--- src/rtl/cntovf_pkg.sv ---
package cntovf_pkg;

  // Register select: bit 1 picks the bank, bit 0 picks clear over set.
  typedef enum logic [1:0] {
    SEL_IRQ_SET = 2'd0,
    SEL_IRQ_CLR = 2'd1,
    SEL_FIQ_SET = 2'd2,
    SEL_FIQ_CLR = 2'd3
  } reg_sel_e;

  typedef enum logic {
    BANK_IRQ = 1'b0,
    BANK_FIQ = 1'b1
  } bank_e;

  typedef struct packed {
    logic set;
    logic clr;
  } bank_cmd_t;

endpackage

--- src/rtl/cntovf_acc_gate.sv ---
module cntovf_acc_gate
  import cntovf_pkg::*;
(
  input  logic                  clk,
  input  logic                  rst,
  input  logic                  reg_wr,
  input  logic                  reg_rd,
  input  logic [1:0]            reg_addr,
  input  logic                  priv_mode,
  input  logic                  user_en,
  output logic                  grant,
  output bank_cmd_t [1:0]       cmd,
  output logic                  deny_evt,
  output logic                  acc_err
);

  function automatic logic may_access(input logic priv, input logic uen);
    return priv | uen;
  endfunction

  assign grant    = may_access(priv_mode, user_en);
  assign deny_evt = (reg_wr | reg_rd) & ~grant;

  always_comb begin
    cmd = '0;
    if (reg_wr && grant) begin
      case (reg_sel_e'(reg_addr))
        SEL_IRQ_SET: cmd[BANK_IRQ].set = 1'b1;
        SEL_IRQ_CLR: cmd[BANK_IRQ].clr = 1'b1;
        SEL_FIQ_SET: cmd[BANK_FIQ].set = 1'b1;
        SEL_FIQ_CLR: cmd[BANK_FIQ].clr = 1'b1;
        default:     cmd = '0;
      endcase
    end
  end

  always_ff @(posedge clk) begin
    if (rst) acc_err <= 1'b0;
    else     acc_err <= deny_evt;
  end

endmodule

--- src/rtl/cntovf_en_bank.sv ---
module cntovf_en_bank #(
  parameter int NEVT = 3,
  parameter int DW   = 32,
  parameter int CYCB = 31
) (
  input  logic          clk,
  input  logic          rst,
  input  logic          set_stb,
  input  logic          clr_stb,
  input  logic [DW-1:0] wdata,
  output logic [DW-1:0] word
);

  // Only implemented enable positions survive a write.
  function automatic logic [DW-1:0] keep_mask();
    logic [DW-1:0] m;
    m = '0;
    for (int k = 0; k < NEVT; k++) m[k] = 1'b1;
    m[CYCB] = 1'b1;
    return m;
  endfunction

  localparam logic [DW-1:0] KEEP = keep_mask();

  function automatic logic [DW-1:0] apply_set(input logic [DW-1:0] cur,
                                              input logic [DW-1:0] d);
    return cur | (d & KEEP);
  endfunction

  function automatic logic [DW-1:0] apply_clr(input logic [DW-1:0] cur,
                                              input logic [DW-1:0] d);
    return cur & ~(d & KEEP);
  endfunction

  always_ff @(posedge clk) begin
    if (rst)          word <= '0;
    else if (set_stb) word <= apply_set(word, wdata);
    else if (clr_stb) word <= apply_clr(word, wdata);
  end

endmodule

--- src/rtl/cntovf_req_stage.sv ---
module cntovf_req_stage #(
  parameter int NB = 4
) (
  input  logic          clk,
  input  logic          rst,
  input  logic [NB-1:0] en,
  input  logic [NB-1:0] ovf,
  output logic          req_n
);

  function automatic logic any_hit(input logic [NB-1:0] e,
                                   input logic [NB-1:0] f);
    return |(e & f);
  endfunction

  logic hit;
  assign hit = any_hit(en, ovf);

  always_ff @(posedge clk) begin
    if (rst) req_n <= 1'b1;
    else     req_n <= ~hit;
  end

endmodule

--- src/rtl/cntovf_intr_gate.sv ---
module cntovf_intr_gate
  import cntovf_pkg::*;
#(
  parameter int NEVT = 3,
  parameter int DW   = 32,
  parameter int CYCB = 31
) (
  input  logic            clk,
  input  logic            rst,
  input  logic [1:0]      reg_addr,
  input  logic            reg_wr,
  input  logic            reg_rd,
  input  logic [DW-1:0]   reg_wdata,
  output logic [DW-1:0]   reg_rdata,
  input  logic            priv_mode,
  input  logic            user_en,
  input  logic [NEVT-1:0] evt_ovf,
  input  logic            cyc_ovf,
  output logic            irq_req_n,
  output logic            fiq_req_n,
  output logic            acc_err
);

  localparam int NB     = NEVT + 1;
  localparam int NBANKS = 2;

  // Compact enable vector: event counters low, cycle counter on top.
  function automatic logic [NB-1:0] compact(input logic [DW-1:0] w);
    logic [NB-1:0] r;
    for (int k = 0; k < NEVT; k++) r[k] = w[k];
    r[NEVT] = w[CYCB];
    return r;
  endfunction

  logic                  grant;
  logic                  deny_evt;
  logic                  wr_grant;
  bank_cmd_t [1:0]       cmd;
  logic [DW-1:0]         bank_word [NBANKS];
  logic [NB-1:0]         bank_en   [NBANKS];
  logic [NBANKS-1:0]     req_n;
  logic [NB-1:0]         ovf_vec;
  logic [NB-1:0]         irq_en;
  logic [NB-1:0]         fiq_en;

  assign ovf_vec  = {cyc_ovf, evt_ovf};
  assign wr_grant = reg_wr & grant;

  cntovf_acc_gate u_gate (
    .clk       (clk),
    .rst       (rst),
    .reg_wr    (reg_wr),
    .reg_rd    (reg_rd),
    .reg_addr  (reg_addr),
    .priv_mode (priv_mode),
    .user_en   (user_en),
    .grant     (grant),
    .cmd       (cmd),
    .deny_evt  (deny_evt),
    .acc_err   (acc_err)
  );

  for (genvar b = 0; b < NBANKS; b++) begin : g_bank
    cntovf_en_bank #(
      .NEVT (NEVT),
      .DW   (DW),
      .CYCB (CYCB)
    ) u_bank (
      .clk     (clk),
      .rst     (rst),
      .set_stb (cmd[b].set),
      .clr_stb (cmd[b].clr),
      .wdata   (reg_wdata),
      .word    (bank_word[b])
    );

    assign bank_en[b] = compact(bank_word[b]);

    cntovf_req_stage #(
      .NB (NB)
    ) u_req (
      .clk   (clk),
      .rst   (rst),
      .en    (bank_en[b]),
      .ovf   (ovf_vec),
      .req_n (req_n[b])
    );
  end

  assign irq_en    = bank_en[BANK_IRQ];
  assign fiq_en    = bank_en[BANK_FIQ];
  assign irq_req_n = req_n[BANK_IRQ];
  assign fiq_req_n = req_n[BANK_FIQ];
  assign reg_rdata = grant ? bank_word[reg_addr[1]] : '0;

endmodule

--- config.mk ---
export PLATFORM = sky130hd
export DESIGN_NAME = cntovf_intr_gate
export DESIGN_NICKNAME = d
export VERILOG_FILES = /design/src/rtl/cntovf_pkg.sv /design/src/rtl/cntovf_acc_gate.sv /design/src/rtl/cntovf_en_bank.sv /design/src/rtl/cntovf_req_stage.sv /design/src/rtl/cntovf_intr_gate.sv
export SDC_FILE = /design/constraint.sdc
export NUM_CORES = 1
export LEC_CHECK = 0
export ABC_CLOCK_PERIOD_IN_PS = 900
export BUFFER_PORTS_ARGS = -buffer_cell sky130_fd_sc_hd__buf_2
export CORE_ASPECT_RATIO = 0.75
export CORE_MARGIN = 5
export CORE_UTILIZATION = 30
export DETAILED_ROUTE_END_ITERATION = 8
export PLACE_DENSITY = 0.75
export SLEW_MARGIN = 20
export SYNTH_ARGS = -nofsm -noshare
export SYNTH_HDL_FRONTEND = slang
export SYNTH_SLANG_ARGS = --single-unit
--- constraint.sdc ---
create_clock -name clk -period 0.9 [get_ports clk]
set_clock_uncertainty 0.2 [all_clocks]
set_input_delay 0.135 -clock clk [delete_from_list [all_inputs] [get_ports clk]]
set_output_delay 0.135 -clock clk [all_outputs]
set_load 0.02 [all_outputs]
* After elaboration in Yosys (flattened, before gate mapping)
Index checks and enable logic that the tools add are counted.
** Operators by class
- Order comparisons :: 1
- Equality and inequality tests :: 3
- Muxes and demuxes :: 13
- Reduce and logical (&&, ||, !) cells :: 6
- Bitwise gates (word level) :: 14
** Operators with widths (count)
- 2-to-1 mux 32 bit :: 8
- bitwise AND 32 bit :: 2
- bitwise OR 32 bit :: 2
- NOT 32 bit :: 1
- bitwise AND 4 bit :: 2
- OR reduction 4 bit :: 2
- == test 2 bit, second input constant :: 2
- 2-to-1 mux 1 bit :: 4
- 2-to-1 mux 4 bit :: 1
- nonzero test 2 bit :: 2
- NOT 1 bit :: 3
- == test 2 x 1 -> 1 bit, second input constant :: 1
- greater-or-equal comparator 2 bit, second input constant :: 1
- logical NOT 2 bit :: 1
- NOT 1 -> 2 bit :: 1
- bitwise OR 1 bit :: 2
- bitwise AND 1 bit :: 1
- logical AND 1 bit :: 1
** Word-level totals
- Bits in registers :: 67
- Input bits :: 44
- Output and inout port bits :: 35
- Word-level logic and storage cells :: 42

* Depth between registers and ports, before layout
Gate-level depths: netlist of run 1.
- Depth in word-level cells :: 5
- Gate-level depth with buffers :: 4
- Depth with buffers taken out :: 3

* Cells and area by module
From an unflattened synthesis of run 1, not the netlist that was laid out.
** Unflattened totals
- Cell total of the unflattened synthesis :: 179
- Area, all modules :: 1508.9 um^2
** Modules (own cells, without submodules)
- cntovf_en_bank :: cells an instance 45, area each 369.1 um^2, seq. area each 80.1 um^2, times used 2
- cntovf_intr_gate :: cells an instance 71, area each 603.1 um^2, seq. area each 0.0 um^2, times used 1
- cntovf_req_stage :: cells an instance 4, area each 42.5 um^2, seq. area each 20.0 um^2, times used 2
- cntovf_acc_gate :: cells an instance 10, area each 82.6 um^2, seq. area each 20.0 um^2, times used 1

* Least setup slack after synthesis of run 1
No wires, ideal clock.
- Path kind :: in2reg
- Start point :: input reg_addr[1]
- End point :: register (tool-made name)
- Data required time :: 0.609 ns
- Setup time :: 0.091 ns
- Data arrival time :: 0.729 ns
- Path slack :: -0.119 ns
- Path buffers :: 1
- Stages on the path :: 4
- Cells stage by stage :: buf_4 > o211a_4 > a21oi_1 > a311oi_1
** RTL lines
- start, declared :: RTL line cntovf_intr_gate.sv:10 : input logic [1:0] reg_addr,

==> impl_metrics.sql, run 1 <==
INSERT INTO impl_metrics (metric_group, metric, value, unit) VALUES
('cts', 'tritoncts_num_sinks', '11', ''),
('yosys', 'asyncSetResetFlopFracSynth', '0', ''),
('setup_path', 'arrival', '0.96', 'ns'),
('detailed_routing', 'routed_wirelength', '1721', 'µm'),
('timing', 'fin_setup_tns', '-2.948', 'ns'),
('floorplanning', 'die_width', '66.65', 'µm'),
('global_routing', 'number_of_antenna_violations_at_the_first_check_in_global_routing', '0', ''),
('timing', 'layout_setup_ws', '-0.3977', 'ns'),
('floorplanning', 'die_y_extent', '52.49', 'µm'),
('placed_design', 'postPlaceCellArea', '800.8', 'µm²'),
('timing', 'setup_repair_after_global_routing_missed_its_margin', 'yes', ''),
('global_routing', 'grt_pass1_wl', '2463', 'µm'),
('yosys', 'ys_ff_latch', '11', ''),
('timing', 'finalSetupViolations', '16', ''),
('yosys', 'synth.top_cells.by_count', 'sky130_fd_sc_hd__buf_4 (29), sky130_fd_sc_hd__dfxtp_1 (11), sky130_fd_sc_hd__a311oi_1 (8)', ''),
('hold_path', 'min_path_type', 'primary input to flop', ''),
('global_routing', 'global_route.overflow_total', '0', ''),
('yosys', 'synth_largest_area_cell', 'sky130_fd_sc_hd__dfxtp_1', ''),
('yosys', 'mapped_cell_area', '721.9', 'µm²'),
('floorplanning', 'dieArea', '3498', 'µm²'),
('timing', 'timing.final.crit_share', '1.442', ''),
('cts', 'clock_transition_time_at_the_flip_flop_clock_pins_of_the_worst_setup_and_hold_paths', '0.07', 'ns'),
('yosys', 'synth_top_flop_cell', 'sky130_fd_sc_hd__dfxtp_1', ''),
('power', 'total_switching_power', '422.9', 'µW'),
('cells_and_area', 'num-fill-cells', '220', ''),
('setup_path', 'path_class', 'flop to output pin', ''),
('cells_and_area', 'area_growth_syn_to_layout', '44.89', '%'),
('setup_path', 'worst-path-max-fanout', '3', ''),
('power', 'power-per-cell-area', '1208', 'nW/µm²'),
('power', 'power_frac_comb', '0.317', ''),
('yosys', 'syn_inst', '80', ''),
('hold_path', 'hold_path_depth', '2', ''),
('timing', 'timing_hold_violations_final', '9', ''),
('placed_design', 'dpl.hpwl', '1281', 'µm'),
('power', 'peak_ir_drop_on_the_vdd_network', '0.0003460', 'V'),
('timing', 'timing.hold.ws', '-0.09239', 'ns'),
('setup_path', 'register_to_register_setup_slack', '-0.19', 'ns'),
('yosys', 'synth-edff-count', '0', ''),
('flow_run', 'maxCapViolations', '0', ''),
('cts', 'htree_num_levels', '1', ''),
('placed_design', 'port-buffer-count', '22', ''),
('timing', 'report.final.slew_viol_count', '0', ''),
('yosys', 'post-synth-top-area-fraction', '0.3050', ''),
('power', 'power.share.sequential', '0.420', ''),
('cells_and_area', 'final_area', '1046', 'µm²'),
('timing', 'period_minus_slack', '1.298', 'ns'),
('setup_path', 'critPathLaunchType', 'flop', ''),
('detailed_routing', 'drt_pre_antenna_iters', '4', ''),
('cells_and_area', 'drive_above_1_share', '0.6000', ''),
('yosys', 'post_synth_main_area_contributors', 'sky130_fd_sc_hd__dfxtp_1 (31%), sky130_fd_sc_hd__buf_4 (30%), sky130_fd_sc_hd__a311oi_1 (9.7%), sky130_fd_sc_hd__mux2i_1 (5.5%), sky130_fd_sc_hd__a22oi_1 (4.2%)', ''),
('cells_and_area', 'num-nets-final', '160', ''),
('floorplanning', 'initial_utilization', '0.3127', ''),
('yosys', 'yosysMostFrequentCell', 'sky130_fd_sc_hd__buf_4', ''),
('global_routing', 'grt_use_total', '0.09334', ''),
('detailed_routing', 'routed_via_density', '4.282', ''),
('global_routing', 'grt_max_degree', '12', ''),
('power', 'leakage', '0.4543', 'nW'),
('setup_path', 'worst_ep_required_time', '0.56', 'ns'),
('floorplanning', 'placement_rows', '15', ''),
('detailed_routing', 'drc', '0', ''),
('detailed_routing', 'antenna_violating_nets_post_route', '0', ''),
('cts', 'cts_inserted_buffers', '3', ''),
('power', 'switching_share', '0.3347', ''),
('placed_design', 'routabilityCongestion', '0.7222', ''),
('outcome', 'result_of_the_run', 'finished with violations', ''),
('cts', 'clock_insertion_delay_worst_skew', '0.26', 'ns'),
('setup_path', 'cp-end-kind', 'output pin', ''),
('yosys', 'syn_area_per_cell', '9.024', 'µm²'),
('yosys', 'yosysSeqAreaShare', '0.3050', ''),
('yosys', 'synth.lib_cells_used.distinct', '17', ''),
('outcome', 'failed_checks', 'hold timing, setup timing', '');
[cell families (layout without fill, tap and decap cells)]
family                 Yosys count  in the layout  synth area share
AO/OA/AOI/OAI                   25             25            0.2738
AND/OR/NAND/NOR                  7              7           0.04333
buffers and inverters           32             40            0.3171
other                            1             28          0.005194
multiplexers                     4              4           0.05546
flip-flops                      11             11            0.3050
[layout make-up]
type	instances	area, µm²	area share
clock buffer	4	26.28	0.02512
inverter	1	3.754	0.003589
multi-input combinational	64	451.7	0.4318
sequential	11	234.0	0.2237
tap	34	42.54	0.04067
timing repair buffer	35	287.8	0.2751
[stage by stage]
step           utilization  std cells  total power [mW]  hold WS (ns)  setup WS [ns]
4_1_cts             0.4195        146             1.220      -0.09355        -0.3868
3_3_place_gp        0.3469        136            0.8315        0.1844        -0.2474
6_report            0.4531        149             1.263      -0.09239        -0.3977
2_1_floorplan            -        107            0.8460      0.007138       -0.08240
3_5_place_dp        0.3469        136            0.8380        0.1851        -0.2949
5_1_grt             0.4531        149             1.319      -0.08337        -0.4354
[power by group through the flow]
stage                     Combinational (mW)  Sequential, mW  Clock, mW
after global placement                 0.296           0.535          0
after detailed placement               0.302           0.536          0
after CTS                              0.358           0.529      0.333
final                                  0.401           0.531      0.332
after global routing                   0.429           0.533      0.358
after floorplan                        0.304           0.542          0
[critical path: stages, from the launching register on]
cell,delay (ns)
sky130_fd_sc_hd__dfxtp_2,0.34
sky130_fd_sc_hd__mux2i_2,0.17
sky130_fd_sc_hd__nor2_2,0.07
sky130_fd_sc_hd__buf_6,0.13
[timing repair]
action | 4_1_cts | 5_1_grt
setup endpoints to repair | 16 | 17
gates resized for setup | 33 | 15
pin swaps | 10 | 9
buffers inserted | 6 | 6
endpoints found under the hold margin | 10 | 9
[layout by cell type, fill, tap and decap left out, drive strengths merged]
cell    count
a21o        2
a21oi       4
a22oi       4
a311oi      8
a31oi       4
and2        1
buf        34
clkbuf      5
conb       28
dfxtp      11
inv         1
mux2i       4
nor2        6
o211a       1
o21a        1
o21ai       1
[per-layer routing]
layer	routed length [µm]	vias up	track usage
met5	0	-	0
met4	25	0	0.05068
met3	183	4	0.02361
met2	806	33	0.1546
met1	705	298	0.1101
li1	-	303	-
[final timing paths]
path                                     from             to
worst min register to register           flop           flop
worst max register to register           flop           flop
worst max-delay path                     flop  reg_rdata[31]
worst min-delay path            reg_wdata[31]           flop
No activity file was read; power rests on OpenSTA's default activity.
==> inputs of run 2 (changes only) <==
--- a/config.mk
+++ b/config.mk
@@ -8,10 +8,9 @@
 export ABC_CLOCK_PERIOD_IN_PS = 900
 export BUFFER_PORTS_ARGS = -buffer_cell sky130_fd_sc_hd__buf_2
 export CORE_ASPECT_RATIO = 0.75
-export CORE_MARGIN = 5
 export CORE_UTILIZATION = 30
 export DETAILED_ROUTE_END_ITERATION = 8
-export PLACE_DENSITY = 0.75
+export PLACE_DENSITY = 0.74
 export SLEW_MARGIN = 20
 export SYNTH_ARGS = -nofsm -noshare
 export SYNTH_HDL_FRONTEND = slang
==> impl_metrics.sql, run 2 (synthesis results as in run 1) <==
INSERT INTO impl_metrics (metric_group, metric, value, unit) VALUES
('detailed_routing', 'detail_route.iter0.violations', '18', ''),
('cts', 'tritoncts', 'yes', ''),
('cts', 'max-clock-path-buffers', '2', ''),
('cells_and_area', 'fin_cells', '145', ''),
('cells_and_area', 'most-common-layout-cells', 'sky130_fd_sc_hd__conb_1 (28), sky130_fd_sc_hd__buf_6 (16), sky130_fd_sc_hd__buf_2 (14)', ''),
('hold_path', 'holdCritStartpoint', 'reg_rd', ''),
('setup_path', 'worst-path-max-fanout', '2', ''),
('setup_path', 'register_to_register_setup_slack', '-0.19', 'ns'),
('setup_path', 'worst_ep_required_time', '0.56', 'ns'),
('timing', 'finalSetupViolations', '17', ''),
('timing', 'layout_setup_ws', '-0.4182', 'ns'),
('setup_path', 'delay_of_the_slowest_critical_path_stage', '0.34', 'ns'),
('timing', 'report.final.slew_viol_count', '0', ''),
('floorplanning', 'dieArea', '2609', 'µm²'),
('placed_design', 'dpl.hpwl', '1130', 'µm'),
('timing', 'timing_hold_violations_final', '9', ''),
('detailed_routing', 'routed_via_density', '4.441', ''),
('floorplanning', 'core_area', '2137', 'µm²'),
('timing', 'timing.final.crit_share', '1.465', ''),
('setup_path', 'cp_cell_sequence', 'mux2i_1 > nor2_2 > buf_6', ''),
('cells_and_area', 'drive_above_1_share', '0.5841', ''),
('detailed_routing', 'drc', '0', ''),
('timing', 'setup_repair_after_global_routing_missed_its_margin', 'yes', ''),
('detailed_routing', 'number_of_vias_in_the_routed_layout', '644', ''),
('flow_run', 'maxCapViolations', '0', ''),
('cells_and_area', 'num-nets-final', '158', ''),
('setup_path', 'ff2ff_path_depth', '4', ''),
('hold_path', 'hold_path_depth', '3', ''),
('placed_design', 'routabilityCongestion', '0.8474', ''),
('cts', 'clock_transition_time_at_the_flip_flop_clock_pins_of_the_worst_setup_and_hold_paths', '0.07', 'ns'),
('floorplanning', 'placement_rows', '14', ''),
('placed_design', 'port-buffer-count', '22', ''),
('global_routing', 'grt_pass1_vias', '603', ''),
('placed_design', 'dp_cells', '134', ''),
('setup_path', 'arrival', '0.98', 'ns'),
('power', 'leakage', '0.4439', 'nW'),
('detailed_routing', 'drt_pre_antenna_iters', '5', ''),
('setup_path', 'path_class', 'flop to output pin', ''),
('detailed_routing', 'antenna_violating_nets_post_route', '0', ''),
('outcome', 'failed_checks', 'hold timing, setup timing', ''),
('global_routing', 'grt_pass1_wl', '2477', 'µm'),
('floorplanning', 'die_y_extent', '44.49', 'µm'),
('setup_path', 'cell_type_group_with_the_largest_total_delay_on_the_critical_path', 'flip-flops', ''),
('floorplanning', 'initial_utilization', '0.3378', ''),
('cts', 'clock_insertion_delay_worst_skew', '0.27', 'ns'),
('global_routing', 'grt_use_total', '0.1302', ''),
('cts', 'cts_inserted_buffers', '3', ''),
('cells_and_area', 'area_growth_syn_to_layout', '40.90', '%'),
('detailed_routing', 'wire_length_per_cell_after_detailed_routing', '11.81', 'µm'),
('setup_path', 'critical_path_depth', '3', ''),
('setup_path', 'critPathLaunchType', 'flop', ''),
('setup_path', 'path_buf_inv', '1', ''),
('power', 'peak_ir_drop_on_the_vdd_network', '0.0003548', 'V'),
('global_routing', 'number_of_antenna_violations_at_the_first_check_in_global_routing', '0', ''),
('global_routing', 'grt_max_degree', '12', ''),
('floorplanning', 'die_width', '58.65', 'µm'),
('cells_and_area', 'final_common_cell', 'sky130_fd_sc_hd__conb_1', ''),
('detailed_routing', 'routed_wirelength', '1713', 'µm'),
('setup_path', 'critical-path-slowest-cell', 'sky130_fd_sc_hd__dfxtp_2', ''),
('global_routing', 'global_route.overflow_total', '0', ''),
('timing', 'period_minus_slack', '1.318', 'ns'),
('timing', 'fmaxAchievable', '758.6', 'MHz'),
('cells_and_area', 'antennaDiodeCount', '0', ''),
('cts', 'tritoncts_num_sinks', '11', ''),
('hold_path', 'min_path_type', 'primary input to flop', ''),
('floorplanning', 'top_level_ports', '79', ''),
('setup_path', 'cp-end-kind', 'output pin', ''),
('timing', 'timing.hold.ws', '-0.09146', 'ns'),
('cts', 'htree_num_levels', '1', ''),
('power', 'power-per-cell-area', '1243', 'nW/µm²'),
('cts', 'ctsRootBufferMaster', 'sky130_fd_sc_hd__clkbuf_4', ''),
('outcome', 'result_of_the_run', 'finished with violations', '');
## run 2: final cells by class
cell class	instances	area, µm²
fillers	211	1120
inverters	1	3.754
flip-flops and latches	11	234.0
clock buffers	4	26.28
well taps	32	40.04
multi-input cells	64	440.4
repair buffers	33	272.8
## run 2: worst register-to-register path: stages (launching register included)
cell,delay (ns)
sky130_fd_sc_hd__dfxtp_2,0.34
sky130_fd_sc_hd__buf_4,0.11
sky130_fd_sc_hd__buf_6,0.09
sky130_fd_sc_hd__a21oi_1,0.03
sky130_fd_sc_hd__a311oi_1,0.22
## run 2: what timing repair did
action / CTS / global route
setup endpoints to repair: 17 / 17
buffers inserted: 5 / 4
gates resized for setup: 35 / 10
pin swaps: 10 / 5
endpoints found under the hold margin: 9 / 9
## run 2: worst paths after layout
check / to
min: u_gate.acc_err
max reg2reg: flop
max: reg_rdata[31]
min reg2reg: flop
## run 2: metal layers
metal / wire, µm / part of all wire / track usage
met3: 176 / 0.10 / 0.04678
met4: 19 / 0.011 / 0.04286
met1: 716 / 0.42 / 0.1424
met5: 0 / 0 / 0
met2: 801 / 0.47 / 0.2368
## run 2: metrics by stage
stage	setup slack, ns	cell area, µm²	power [mW]	setup TNS [ns]	util
final	-0.4182	1017	1.265	-3.104	0.4760
after global routing	-0.4646	1017	1.328	-3.712	0.4760
after CTS	-0.4039	968.4	1.238	-2.677	0.4532
after detailed placement	-0.3002	798.3	0.8375	-2.976	0.3735
after global placement	-0.2477	798.3	0.8317	-2.692	0.3735
after floorplan	-0.08240	850.8	0.8460	-0.7189	-
## run 2: power by group
group,switching [mW],internal [mW]
clock,0.174,0.172
sequential,0.0190,0.515
combinational,0.240,0.146
